[config.mk]
export PLATFORM = sky130hd
export DESIGN_NAME = mc_overlap_pwm
export DESIGN_NICKNAME = d
export VERILOG_FILES = /design/src/rtl/mcpwm_pkg.sv /design/src/rtl/mc_timebase.sv /design/src/rtl/mc_sine_ref.sv /design/src/rtl/mc_carrier_bank.sv /design/src/rtl/mc_gate_map.sv /design/src/rtl/mc_overlap_pwm.sv
export SDC_FILE = /design/constraint.sdc
export NUM_CORES = 1
export LEC_CHECK = 0
export ABC_CLOCK_PERIOD_IN_PS = 20900
export BUFFER_PORTS_ARGS = -buffer_cell sky130_fd_sc_hd__buf_2
export CORE_ASPECT_RATIO = 0.75
export CORE_MARGIN = 2
export CORE_UTILIZATION = 60
export DETAILED_ROUTE_END_ITERATION = 10
export MAX_ROUTING_LAYER = met4
export PLACE_DENSITY = 0.77
export RECOVER_POWER = 25
export SETUP_SLACK_MARGIN = 0.5
export SYNTH_ARGS = -nofsm -noshare
export SYNTH_HDL_FRONTEND = slang
export SYNTH_SLANG_ARGS = --single-unit
export TNS_END_PERCENT = 5
[constraint.sdc]
create_clock -name clk -period 20.9 [get_ports clk]
set_input_delay 1.045 -clock clk [delete_from_list [all_inputs] [get_ports clk]]
set_output_delay 1.045 -clock clk [all_outputs]
set_load 0.02 [all_outputs]
[src/rtl/mcpwm_pkg.sv]
package mcpwm_pkg;

  // Carrier phase arrangement selected by arr_mode.
  typedef enum logic [1:0] {
    ARR_SAME  = 2'd0,   // every carrier in phase
    ARR_SPLIT = 2'd1,   // lower pair opposed to upper pair
    ARR_ALT   = 2'd2,   // neighbours opposed
    ARR_RSVD  = 2'd3    // behaves as ARR_SAME
  } arr_e;

  localparam int NCAR  = 4;                  // carriers for five output levels
  localparam int CNT_W = $clog2(NCAR + 1);   // width of the "carriers below" count
  localparam int LVL_W = 3;                  // signed level code

  // Rational half-wave sine approximation, scaled to 2^frac.
  // h is the position within a half wave of length half.
  function automatic int unsigned half_sine_q(input int h, input int half, input int frac);
    longint num;
    longint den;
    num = longint'(16) * longint'(h) * longint'(half - h);
    den = longint'(5) * longint'(half) * longint'(half)
        - longint'(4) * longint'(h) * longint'(half - h);
    return int'(((num <<< frac) + den / 2) / den);
  endfunction

endpackage

[src/rtl/mc_timebase.sv]
module mc_timebase #(
  parameter int CAR_LOG2 = 5,
  parameter int RATIO    = 21
) (
  input  logic                                        clk,
  input  logic                                        rst,
  input  logic                                        en,
  output logic [$clog2(RATIO * (1 << CAR_LOG2))-1:0] phase,
  output logic [CAR_LOG2-1:0]                         car_ph,
  output logic                                        zc
);
  localparam int PERIOD = RATIO * (1 << CAR_LOG2);
  localparam int HALF   = PERIOD / 2;
  localparam int NW     = $clog2(PERIOD);

  always_ff @(posedge clk) begin
    if (rst)
      phase <= '0;
    else if (en)
      phase <= (phase == NW'(PERIOD - 1)) ? '0 : phase + 1'b1;
  end

  // Carrier phase is taken from the same counter, which locks the two rates.
  assign car_ph = phase[CAR_LOG2-1:0];
  assign zc     = (phase == '0) || (phase == NW'(HALF));


  wrap_period_chk: assert property (@(posedge clk) disable iff (rst)
    (en && phase == NW'(PERIOD - 1)) |=> (phase == '0));


  idle_phase_chk: assert property (@(posedge clk) disable iff (rst)
    !en |=> $stable(phase));

endmodule

[src/rtl/mc_sine_ref.sv]
module mc_sine_ref
  import mcpwm_pkg::*;
#(
  parameter int CAR_LOG2 = 5,
  parameter int RATIO    = 21,
  parameter int AC_LOG2  = 8,
  parameter int MI_W     = 8,
  parameter int MI_FRAC  = 7,
  parameter int SIN_FRAC = 14,
  parameter int RW       = 11
) (
  input  logic                                        clk,
  input  logic                                        rst,
  input  logic [$clog2(RATIO * (1 << CAR_LOG2))-1:0] phase,
  input  logic [MI_W-1:0]                             mi,
  output logic signed [RW-1:0]                        ref_val
);
  localparam int PERIOD    = RATIO * (1 << CAR_LOG2);
  localparam int HALF      = PERIOD / 2;
  localparam int QN        = HALF / 2;
  localparam int NW        = $clog2(PERIOD);
  localparam int QW        = $clog2(QN + 1);
  localparam int AC        = 1 << AC_LOG2;
  localparam int HALF_SPAN = AC + AC / 4;
  localparam int PW        = MI_W + (AC_LOG2 + 1) + (SIN_FRAC + 1);
  localparam int SHIFT     = MI_FRAC + SIN_FRAC;

  // Quarter-wave magnitude table, filled at elaboration.
  logic [SIN_FRAC:0] qtab [QN+1];
  for (genvar i = 0; i <= QN; i++) begin : g_qtab
    localparam int unsigned VAL = half_sine_q(i, HALF, SIN_FRAC);
    assign qtab[i] = (SIN_FRAC + 1)'(VAL);
  end

  logic          neg;
  logic [NW-1:0] h;
  logic [NW-1:0] qi;
  logic [PW-1:0] prod;
  logic [RW-1:0] mag;

  always_comb begin
    neg  = (phase >= NW'(HALF));
    h    = neg ? (phase - NW'(HALF)) : phase;
    qi   = (h <= NW'(QN)) ? h : (NW'(HALF) - h);
    prod = PW'(mi) * PW'(HALF_SPAN) * PW'(qtab[qi[QW-1:0]]);
    mag  = RW'(prod >> SHIFT);
    ref_val = neg ? -$signed(mag) : $signed(mag);
  end


  zero_cross_chk: assert property (@(posedge clk) disable iff (rst)
    (phase == '0 || phase == NW'(HALF)) |-> (ref_val == '0));


  pos_half_chk: assert property (@(posedge clk) disable iff (rst)
    (phase < NW'(HALF)) |-> (ref_val >= 0));

endmodule

[src/rtl/mc_carrier_bank.sv]
module mc_carrier_bank
  import mcpwm_pkg::*;
#(
  parameter int CAR_LOG2 = 5,
  parameter int AC_LOG2  = 8,
  parameter int RW       = 11
) (
  input  logic                 clk,
  input  logic                 rst,
  input  arr_e                 mode,
  input  logic [CAR_LOG2-1:0]  car_ph,
  input  logic signed [RW-1:0] ref_val,
  output logic [NCAR-1:0]      above,
  output logic [CNT_W-1:0]     n_above
);
  localparam int STEPS     = 1 << CAR_LOG2;
  localparam int HSTEPS    = STEPS / 2;
  localparam int AC        = 1 << AC_LOG2;
  localparam int HALF_SPAN = AC + AC / 4;
  localparam int SH        = AC_LOG2 - CAR_LOG2 + 1;   // log2 of the ramp step

  logic [CAR_LOG2:0] up;
  logic [AC_LOG2:0]  ramp;

  always_comb begin
    up   = (car_ph <= CAR_LOG2'(HSTEPS)) ? {1'b0, car_ph}
                                          : ((CAR_LOG2 + 1)'(STEPS) - {1'b0, car_ph});
    ramp = (AC_LOG2 + 1)'({up, {SH{1'b0}}});
  end

  for (genvar k = 0; k < NCAR; k++) begin : g_car
    localparam int  BASE   = -HALF_SPAN + k * (AC / 2);
    localparam bit  IN_LOW = (k < NCAR / 2);
    localparam bit  ODD    = ((k % 2) == 1);
    logic                 inv;
    logic [AC_LOG2:0]     shape;
    logic signed [RW-1:0] car;

    always_comb begin
      unique case (mode)
        ARR_SPLIT: inv = IN_LOW;
        ARR_ALT:   inv = ODD;
        default:   inv = 1'b0;
      endcase
      shape = inv ? ((AC_LOG2 + 1)'(AC) - ramp) : ramp;
      car   = RW'(BASE) + $signed(RW'(shape));
    end

    assign above[k] = (ref_val > car);
  end

  always_comb begin
    n_above = '0;
    for (int k = 0; k < NCAR; k++)
      n_above = n_above + CNT_W'(above[k]);
  end

  // With every carrier in phase, a higher carrier always lies above a lower one.
  for (genvar k = 0; k < NCAR - 1; k++) begin : g_thermo

    same_phase_thermo_chk: assert property (@(posedge clk) disable iff (rst)
      (mode == ARR_SAME) |-> (!above[k+1] || above[k]));
  end

endmodule

[src/rtl/mc_gate_map.sv]
module mc_gate_map
  import mcpwm_pkg::*;
(
  input  logic                    clk,
  input  logic                    rst,
  input  logic signed [LVL_W-1:0] lvl,
  output logic [NCAR-1:0]         gate_hi,
  output logic [NCAR-1:0]         gate_lo
);
  logic [LVL_W-1:0] on_cnt;

  assign on_cnt = LVL_W'(lvl + LVL_W'(2));

  for (genvar i = 0; i < NCAR; i++) begin : g_sw
    assign gate_hi[i] = ((on_cnt + LVL_W'(i)) >= LVL_W'(NCAR));
    assign gate_lo[i] = ~gate_hi[i];
  end


  top_level_chk: assert property (@(posedge clk) disable iff (rst)
    (lvl == 3'sd2) |-> (gate_lo == '0));


  bottom_level_chk: assert property (@(posedge clk) disable iff (rst)
    (lvl == -3'sd2) |-> (gate_hi == '0));

endmodule

[src/rtl/mc_overlap_pwm.sv]
module mc_overlap_pwm
  import mcpwm_pkg::*;
#(
  parameter int CAR_LOG2 = 5,
  parameter int RATIO    = 21,
  parameter int AC_LOG2  = 8,
  parameter int MI_W     = 8,
  parameter int MI_FRAC  = 7,
  parameter int SIN_FRAC = 14
) (
  input  logic             clk,
  input  logic             rst,
  input  logic             en,
  input  logic [1:0]       arr_mode,
  input  logic [MI_W-1:0]  mod_index,
  output logic [NCAR-1:0]  gate_hi,
  output logic [NCAR-1:0]  gate_lo,
  output logic [LVL_W-1:0] level
);
  localparam int PERIOD = RATIO * (1 << CAR_LOG2);
  localparam int NW     = $clog2(PERIOD);
  localparam int RW     = AC_LOG2 + (MI_W - MI_FRAC) + 2;

  logic [NW-1:0]          phase;
  logic [CAR_LOG2-1:0]    car_ph;
  logic                   zc;
  arr_e                   mode_q, mode_act;
  logic [MI_W-1:0]        mi_q, mi_act;
  logic signed [RW-1:0]   ref_val;
  logic [NCAR-1:0]        above;
  logic [CNT_W-1:0]       n_above;
  logic signed [LVL_W-1:0] level_q;

  mc_timebase #(.CAR_LOG2(CAR_LOG2), .RATIO(RATIO)) u_tb (
    .clk(clk), .rst(rst), .en(en),
    .phase(phase), .car_ph(car_ph), .zc(zc)
  );

  // New settings are taken only on a zero-crossing sample.
  always_comb begin
    mode_act = (en && zc) ? arr_e'(arr_mode) : mode_q;
    mi_act   = (en && zc) ? mod_index : mi_q;
  end

  mc_sine_ref #(
    .CAR_LOG2(CAR_LOG2), .RATIO(RATIO), .AC_LOG2(AC_LOG2),
    .MI_W(MI_W), .MI_FRAC(MI_FRAC), .SIN_FRAC(SIN_FRAC), .RW(RW)
  ) u_ref (
    .clk(clk), .rst(rst), .phase(phase), .mi(mi_act), .ref_val(ref_val)
  );

  mc_carrier_bank #(.CAR_LOG2(CAR_LOG2), .AC_LOG2(AC_LOG2), .RW(RW)) u_bank (
    .clk(clk), .rst(rst), .mode(mode_act), .car_ph(car_ph),
    .ref_val(ref_val), .above(above), .n_above(n_above)
  );

  always_ff @(posedge clk) begin
    if (rst) begin
      level_q <= '0;
      mode_q  <= ARR_SAME;
      mi_q    <= '0;
    end else if (en) begin
      level_q <= $signed(LVL_W'(n_above) - LVL_W'(2));
      if (zc) begin
        mode_q <= mode_act;
        mi_q   <= mi_act;
      end
    end
  end

  mc_gate_map u_map (
    .clk(clk), .rst(rst), .lvl(level_q), .gate_hi(gate_hi), .gate_lo(gate_lo)
  );

  assign level = level_q;


  level_range_chk: assert property (@(posedge clk) disable iff (rst)
    (level_q >= -3'sd2) && (level_q <= 3'sd2));


  idle_level_chk: assert property (@(posedge clk) disable iff (rst)
    !en |=> $stable(level_q));


  settings_hold_chk: assert property (@(posedge clk) disable iff (rst)
    !(en && zc) |=> ($stable(mode_q) && $stable(mi_q)));

endmodule

---- Word level (Yosys, flattened, before mapping) ----
Memories as Yosys holds them, arrays and structs flattened.
Cells that the tools add are included.
storage, ports and cells
  input bits .............................. 13
  register bits after elaboration ......... 23
  RAM bits ................................ 0
  word-level logic and storage cells ...... 66
  memory bits (read-only) ................. 3840
  bits in latches ......................... 0
  memories kept ........................... 1
operators by class
  bitwise logic cells ..................... 5
  $mul .................................... 2
  reduce and logical (&&, ||, !) cells .... 5
  muxes and demuxes ....................... 15
  magnitude comparators ................... 12
  shift-type cells ........................ 0
  equality and inequality tests ........... 4
  divide/modulo/power cells ............... 0
  add/sub/neg operators ................... 18
memories
  name              words  bits a word  read ports  clocked after memory_dff  wr ports  RTL line           RTL
  (name not given)  256    15           1           0                         0         mc_sine_ref.sv:45  prod = PW'(mi) * PW'(HALF_SPAN) * PW'(qtab[qi[QW-1:0]]);
operator list
  cell                                                                                   number
  11-bit > comparator                                                                    4
  15-bit two-way mux                                                                     2
  9-bit two-way mux                                                                      3
  11-bit by 15-bit multiplier with 26-bit output                                         1
  10-bit two-way mux                                                                     2
  8-bit two-way mux                                                                      2
  3-bit greater-or-equal comparator (second input constant)                              4
  10-bit by 10-bit adder with 11-bit output (first input constant)                       1
  7-bit by 10-bit adder with 11-bit output (first input constant)                        1
  9-bit by 10-bit adder with 11-bit output (first input constant)                        1
  8-bit by 3-bit multiplier with 11-bit output (second input constant)                   1
  11-bit two-way mux                                                                     1
  11-bit negator                                                                         1
  10-bit by 1-bit adder with 10-bit output (second input constant)                       1
  7-bit by 9-bit adder with 10-bit output (first input constant)                         1
  10-bit == test (second input constant)                                                 1
  10-bit by 9-bit == test with 1-bit output (second input constant)                      1
  10-bit by 9-bit greater-or-equal comparator with 1-bit output (second input constant)  1
  10-bit by 8-bit <= comparator with 1-bit output (second input constant)                1
  10-bit zero test                                                                       1
  10-bit by 9-bit subtractor with 10-bit output (second input constant)                  1
  9-bit greater-or-equal comparator (second input constant)                              1
  8-bit inverter with 9-bit output                                                       1
  9-bit subtractor (first input constant)                                                1
  19 further kinds                                                                       26

---- Depth between registers and ports, before layout ----
  depth in word-level cells ............... 16
  gate-level depth with buffers ........... 68
  gate-level depth less buffers ........... 61

---- Modules after synthesis ----
From an unflattened synthesis, not the netlist that was laid out.
unflattened totals
  cells, all modules ...................... 1691
  area, all modules ....................... 12548.3 um2
by module, submodules not included
  module           area each (um2)  cells each  seq. area each (um2)  instances
  mc_sine_ref      10108.4          1406        0.0                   1
  mc_carrier_bank  1167.4           143         0.0                   1
  mc_overlap_pwm   625.6            67          260.2                 1
  mc_timebase      550.5            61          200.2                 1
  mc_gate_map      96.3             14          0.0                   1

---- Worst setup path after synthesis ----
OpenSTA, ideal clock, no wires.
  path type ............................... reg2reg
  from .................................... register u_tb.phase[0]
  to ...................................... register level_q[1], in the netlist level[1]
  path slack .............................. 7094 ps
  path buffers ............................ 6
  setup time .............................. 86 ps
  data arrival time ....................... 13720 ps
  cell stages (with the launch flop) ...... 63
  required time ........................... 20814 ps
  cell sequence ........................... dfxtp_1 -> clkbuf_1 -> clkinv_1 -> ha_1 -> buf_2 -> and4bb_1 -> nand2_1 -> a21oi_2 -> o41a_1 -> buf_4 -> o211ai_1 -> and2_1 -> clkbuf_1 -> inv_1 -> ha_1 -> inv_1 -> clkbuf_1 -> a21oi_1 -> [27 not listed] -> nor3_1 -> and2_1 -> nor2_1 -> xor2_1 -> ha_1 -> a21oi_1 -> nand2b_1 -> a31o_2 -> a21o_1 -> a31oi_1 -> maj3_1 -> o211a_1 -> a221oi_2 -> ha_1 -> inv_1 -> fa_1 -> ha_1 -> a211oi_1
between the ends
  cells in the longest elaborated chain, start to end .. 16
ends and longest elaborated chain
  item                                                                                                                            RTL line                              RTL
  start: declaration                                                                                                              mc_timebase.sv:8                      output logic [$clog2(RATIO * (1 << CAR_LOG2))-1:0] phase,
  start signal: assignment                                                                                                        mc_timebase.sv:20                     phase <= (phase == NW'(PERIOD - 1)) ? '0 : phase + 1'b1;
  10-bit by 9-bit subtractor with 10-bit output or 10-bit by 9-bit greater-or-equal comparator with 1-bit output (tied branches)  mc_sine_ref.sv:43, mc_sine_ref.sv:42
  10-bit two-way mux                                                                                                              mc_sine_ref.sv:43                     h = neg ? (phase - NW'(HALF)) : phase;
  7-bit by 8-bit subtractor with 8-bit output or 10-bit by 8-bit <= comparator with 1-bit output (tied branches)                  mc_sine_ref.sv:44                     qi = (h <= NW'(QN)) ? h : (NW'(HALF) - h);
  8-bit two-way mux                                                                                                               mc_sine_ref.sv:44
  8-bit inverter with 9-bit output (implied by the code)                                                                          mc_sine_ref.sv:45
  memory read 256 x 15 bit                                                                                                        --
  15-bit two-way mux (implied by the code) (2 in series)                                                                          mc_sine_ref.sv:45
  11-bit by 15-bit multiplier with 26-bit output                                                                                  mc_sine_ref.sv:45
  11-bit negator                                                                                                                  mc_sine_ref.sv:47                     ref_val = neg ? -$signed(mag) : $signed(mag);
  11-bit two-way mux                                                                                                              mc_sine_ref.sv:47
  11-bit > comparator                                                                                                             mc_carrier_bank.sv:49                 assign above[k] = (ref_val > car);
  1-bit by 1-bit adder with 2-bit output                                                                                          mc_carrier_bank.sv:55                 n_above = n_above + CNT_W'(above[k]);
  3-bit by 1-bit adder with 3-bit output                                                                                          mc_carrier_bank.sv:55
  3-bit by 1-bit adder with 3-bit output *                                                                                        mc_carrier_bank.sv:55
  3-bit by 2-bit subtractor with 3-bit output *                                                                                   mc_overlap_pwm.sv:63                  level_q <= $signed(LVL_W'(n_above) - LVL_W'(2));
  end signal: assignment                                                                                                          mc_overlap_pwm.sv:63
  end: declaration                                                                                                                mc_overlap_pwm.sv:32                  logic signed [LVL_W-1:0] level_q;
Every way passes the cells marked *; elsewhere a longest branch is shown, timed or not. The select of a mux whose other input is x is not followed.
A chain may end at the register's enable or synchronous reset.

---- Worst setup path after layout ----
Same ends and word-level chain as after synthesis.

==> results.py <==
metrics = {
    "drt": {
        "drt_iter0_markers": 1737,
        "wl_mm": 42.2,
        "vias": 12300,
        "drcViolationCount": 0,
        "wire_per_inst_um": 23.1,
        "ant_nets": 0,
        "first_pass_iters": 8,
        "routed_via_density": 6.75,
    },
    "setup_path": {
        "path_delay_family": "adder cells",
        "crit_buf_inv": 6,
        "criticalPathCategory": "reg -> reg",
        "crit_start": "u_tb.phase[0]",
        "r2r-start": "u_tb.phase[0]",
        "worstPathMaxFanout": 24,
        "worstSetupEndpointType": "register",
        "crit_required_ns": 21.09,
        "slowest_delay_ns": 0.93,
        "critical_path.slowest_cell": "ha_1",
        "r2r_slack_ns": 4.67,
        "startpoint_type": "register",
        "cp.arrival_ns": 16.43,
    },
    "cts": {
        "cts.clk_slew.worst_paths_ns": 0.09,
        "cts_tree": "done",
        "insertion_delay_ns": 0.29,
        "cts_hold_buf": 0,
        "clkSinkCount": 23,
        "cts_resized": 0,
        "clockBufferDepth": 2,
        "htreeDepth": 1,
        "numCtsBuffers": 3,
        "clock-root-buffer": "clkbuf_16",
        "post_cts_buffers": 0,
    },
    "timing": {
        "whs_ns": 0.516,
        "finClkSkew_ns": 0.0111,
        "worst_pin_slew_ns": 1.17,
        "final.period_utilization_pct": 77.7,
        "drv_slew": 0,
        "hold_violations": 0,
        "min_period_ns": 16.23,
        "setup_tns_ns": 0,
        "rsz0062_at_grt": "false",
        "fmax_ghz": 0.0616,
        "setup_viol": 0,
        "relSlewSlack_pct": 21.3,
    },
    "global_routing": {
        "grt_pass1_vias": 11700,
        "grt-ovfl-total": 0,
        "antenna_found_initial": 0,
        "grt_max_degree": 75,
        "grtUsageTotal_pct": 40.9,
        "grt_pass1_wl_mm": 66.1,
    },
    "floorplan": {
        "die_height_um": 127,
        "dieArea_mm2": 0.0212,
        "initial_core_util_pct": 61.7,
        "ios": 24,
        "core_mm2": 0.0195,
        "rows": 44,
        "die_w_um": 167,
    },
    "finish": {
        "final_area_mm2": 0.0124,
        "finish.utilization_pct": 63.5,
        "syn_to_final_growth_pct": 3.05,
        "antenna_cells": 0,
        "num-nets-final": 1826,
        "post_route_cells_drive_above_1_share_pct": 7.63,
    },
    "placed_design": {
        "dp_hpwl_mm": 32.8,
        "place_congestion": 1.04,
        "portBuffers": 23,
        "placed_area_mm2": 0.0123,
    },
    "pwr": {
        "p_int_uw": 208,
        "switching_share_pct": 56.9,
        "p_comb_share_pct": 78.9,
        "pwr-share-clk_pct": 10.5,
        "seq_power_share_pct": 10.7,
        "p_per_area_mw_per_mm2": 38.9,
        "p_sw_uw": 274,
        "peakVddDrop_uv": 52.0,
        "totalPowerFinal_uw": 482,
        "p_leak_uw": 0.00582,
    },
    "logic_synthesis": {
        "ys_seq_area_share_pct": 3.83,
        "synth_area_mm2": 0.0120,
        "async_flop_share_pct": 0,
        "ys_warn_count": 0,
        "synthCells": 1612,
        "netlist.area_leader.share_pct": 19.5,
        "synth_fp_nets": 1864,
        "yosysTopAreaCell": "fa_1",
        "yosysMostFrequentCell": "inv_1",
        "synth_edf_count": 0,
        "synth-seq-cells": 23,
        "synth_commonest_cells": "inv_1, nand2_1, nor2_1",
        "synthFlopType": "dfxtp_1",
        "ys_types": 103,
        "synth_area_leaders": "fa_1, ha_1, inv_1, nand2_1, nor2_1",
        "syn-mean-instance-area_um2": 7.46,
    },
    "status": {
        "status": "completed",
    },
    "worst_hold_path": {
        "worstHoldPathType": "reg -> reg",
        "min_from": "mi_q[1]",
    },
    "job": {
        "cap_violations": 0,
    },
}
[power by group through the flow]
stage               Sequential, uW  Combinational [uW]  Clock [uW]
floorplan                     51.2                 265           0
global placement              52.2                 365           0
detailed placement            52.2                 370           0
CTS                           51.1                 372        50.3
global route                  51.7                 422        50.9
finish                        51.4                 380        50.4
[path summary, 6_finish.rpt]
check / cells past startpoint / end
hold reg to reg: 2 / mi_q[1]
setup reg to reg: 53 / level[1]
setup / recovery: 53 / level[1]
hold / removal: 2 / mi_q[1]
[routing by layer]
metal / up-vias / global-route usage, % / share of wire (%) / routed length, um
li1: 5540 / - / - / -
met1: 5795 / 57.5 / 42 / 17900
met2: 898 / 53.8 / 39 / 16400
met3: 94 / 17.7 / 17 / 7020
met4: 0 / 8.44 / 2.2 / 909
met5: - / - / 0 / 0
[kinds of logic (layout without fill, tap and decap cells)]
| kind of cell | after synthesis | in the layout | share of synthesized area (%) |
|---|---|---|---|
| AOI/OAI and AO/OA | 421 | 421 | 25.2 |
| xor gates and xnor gates | 59 | 59 | 4.82 |
| adders and majority gates | 242 | 242 | 32.5 |
| buffers and inverters | 281 | 242 | 9.18 |
| DFF | 23 | 23 | 3.83 |
| muxes | 26 | 26 | 2.28 |
| and+or+nand+nor | 560 | 560 | 22.2 |
[worst register-to-register path: cells and delay by family, from the launching register on]
kind	cells	cell delay [ns]
buf+inv	6	1.37
compound gates	22	5.22
flops	1	0.34
simple gates	12	3.02
fa+ha+maj	12	5.82
xor+xnor	1	0.36
[metrics by stage]
stage	setup slack (ns)	cells
finish	4.67	1826
global route	3.86	1826
CTS	5.09	1826
detailed placement	5.18	1822
global placement	5.58	1822
floorplan	7.09	1612
[registers in the layout (all words and copies together), names as in the netlist]
register,count
mi_q,8
mode_q,2
u_tb.phase,10
level,3
[layout by cell type (no fill, tap or decap), types with 18 or more instances in the layout]
cell type / instances
o211ai_1: 20
nand3_1: 42
nor2_1: 151
nand2_1: 170
and2_1: 31
nor3_1: 41
a211oi_1: 18
buf_2: 19
o21ai_0: 80
a21o_1: 26
fa_1: 117
ha_1: 122
buf_4: 32
xor2_1: 19
nand2b_1: 30
dfxtp_1: 23
a31oi_1: 27
xnor2_1: 33
a21oi_1: 97
inv_1: 178
[layout make-up]
class / count / area, um2
clock buffers: 3 / 75.1
clock inverters: 1 / 5.00
fillers: 1753 / 7100
inverters: 183 / 687
multi-input cells: 1308 / 10500
flip-flops and latches: 23 / 460
well taps: 253 / 317
repair buffers: 55 / 350
(Power assumes the default switching activity.)
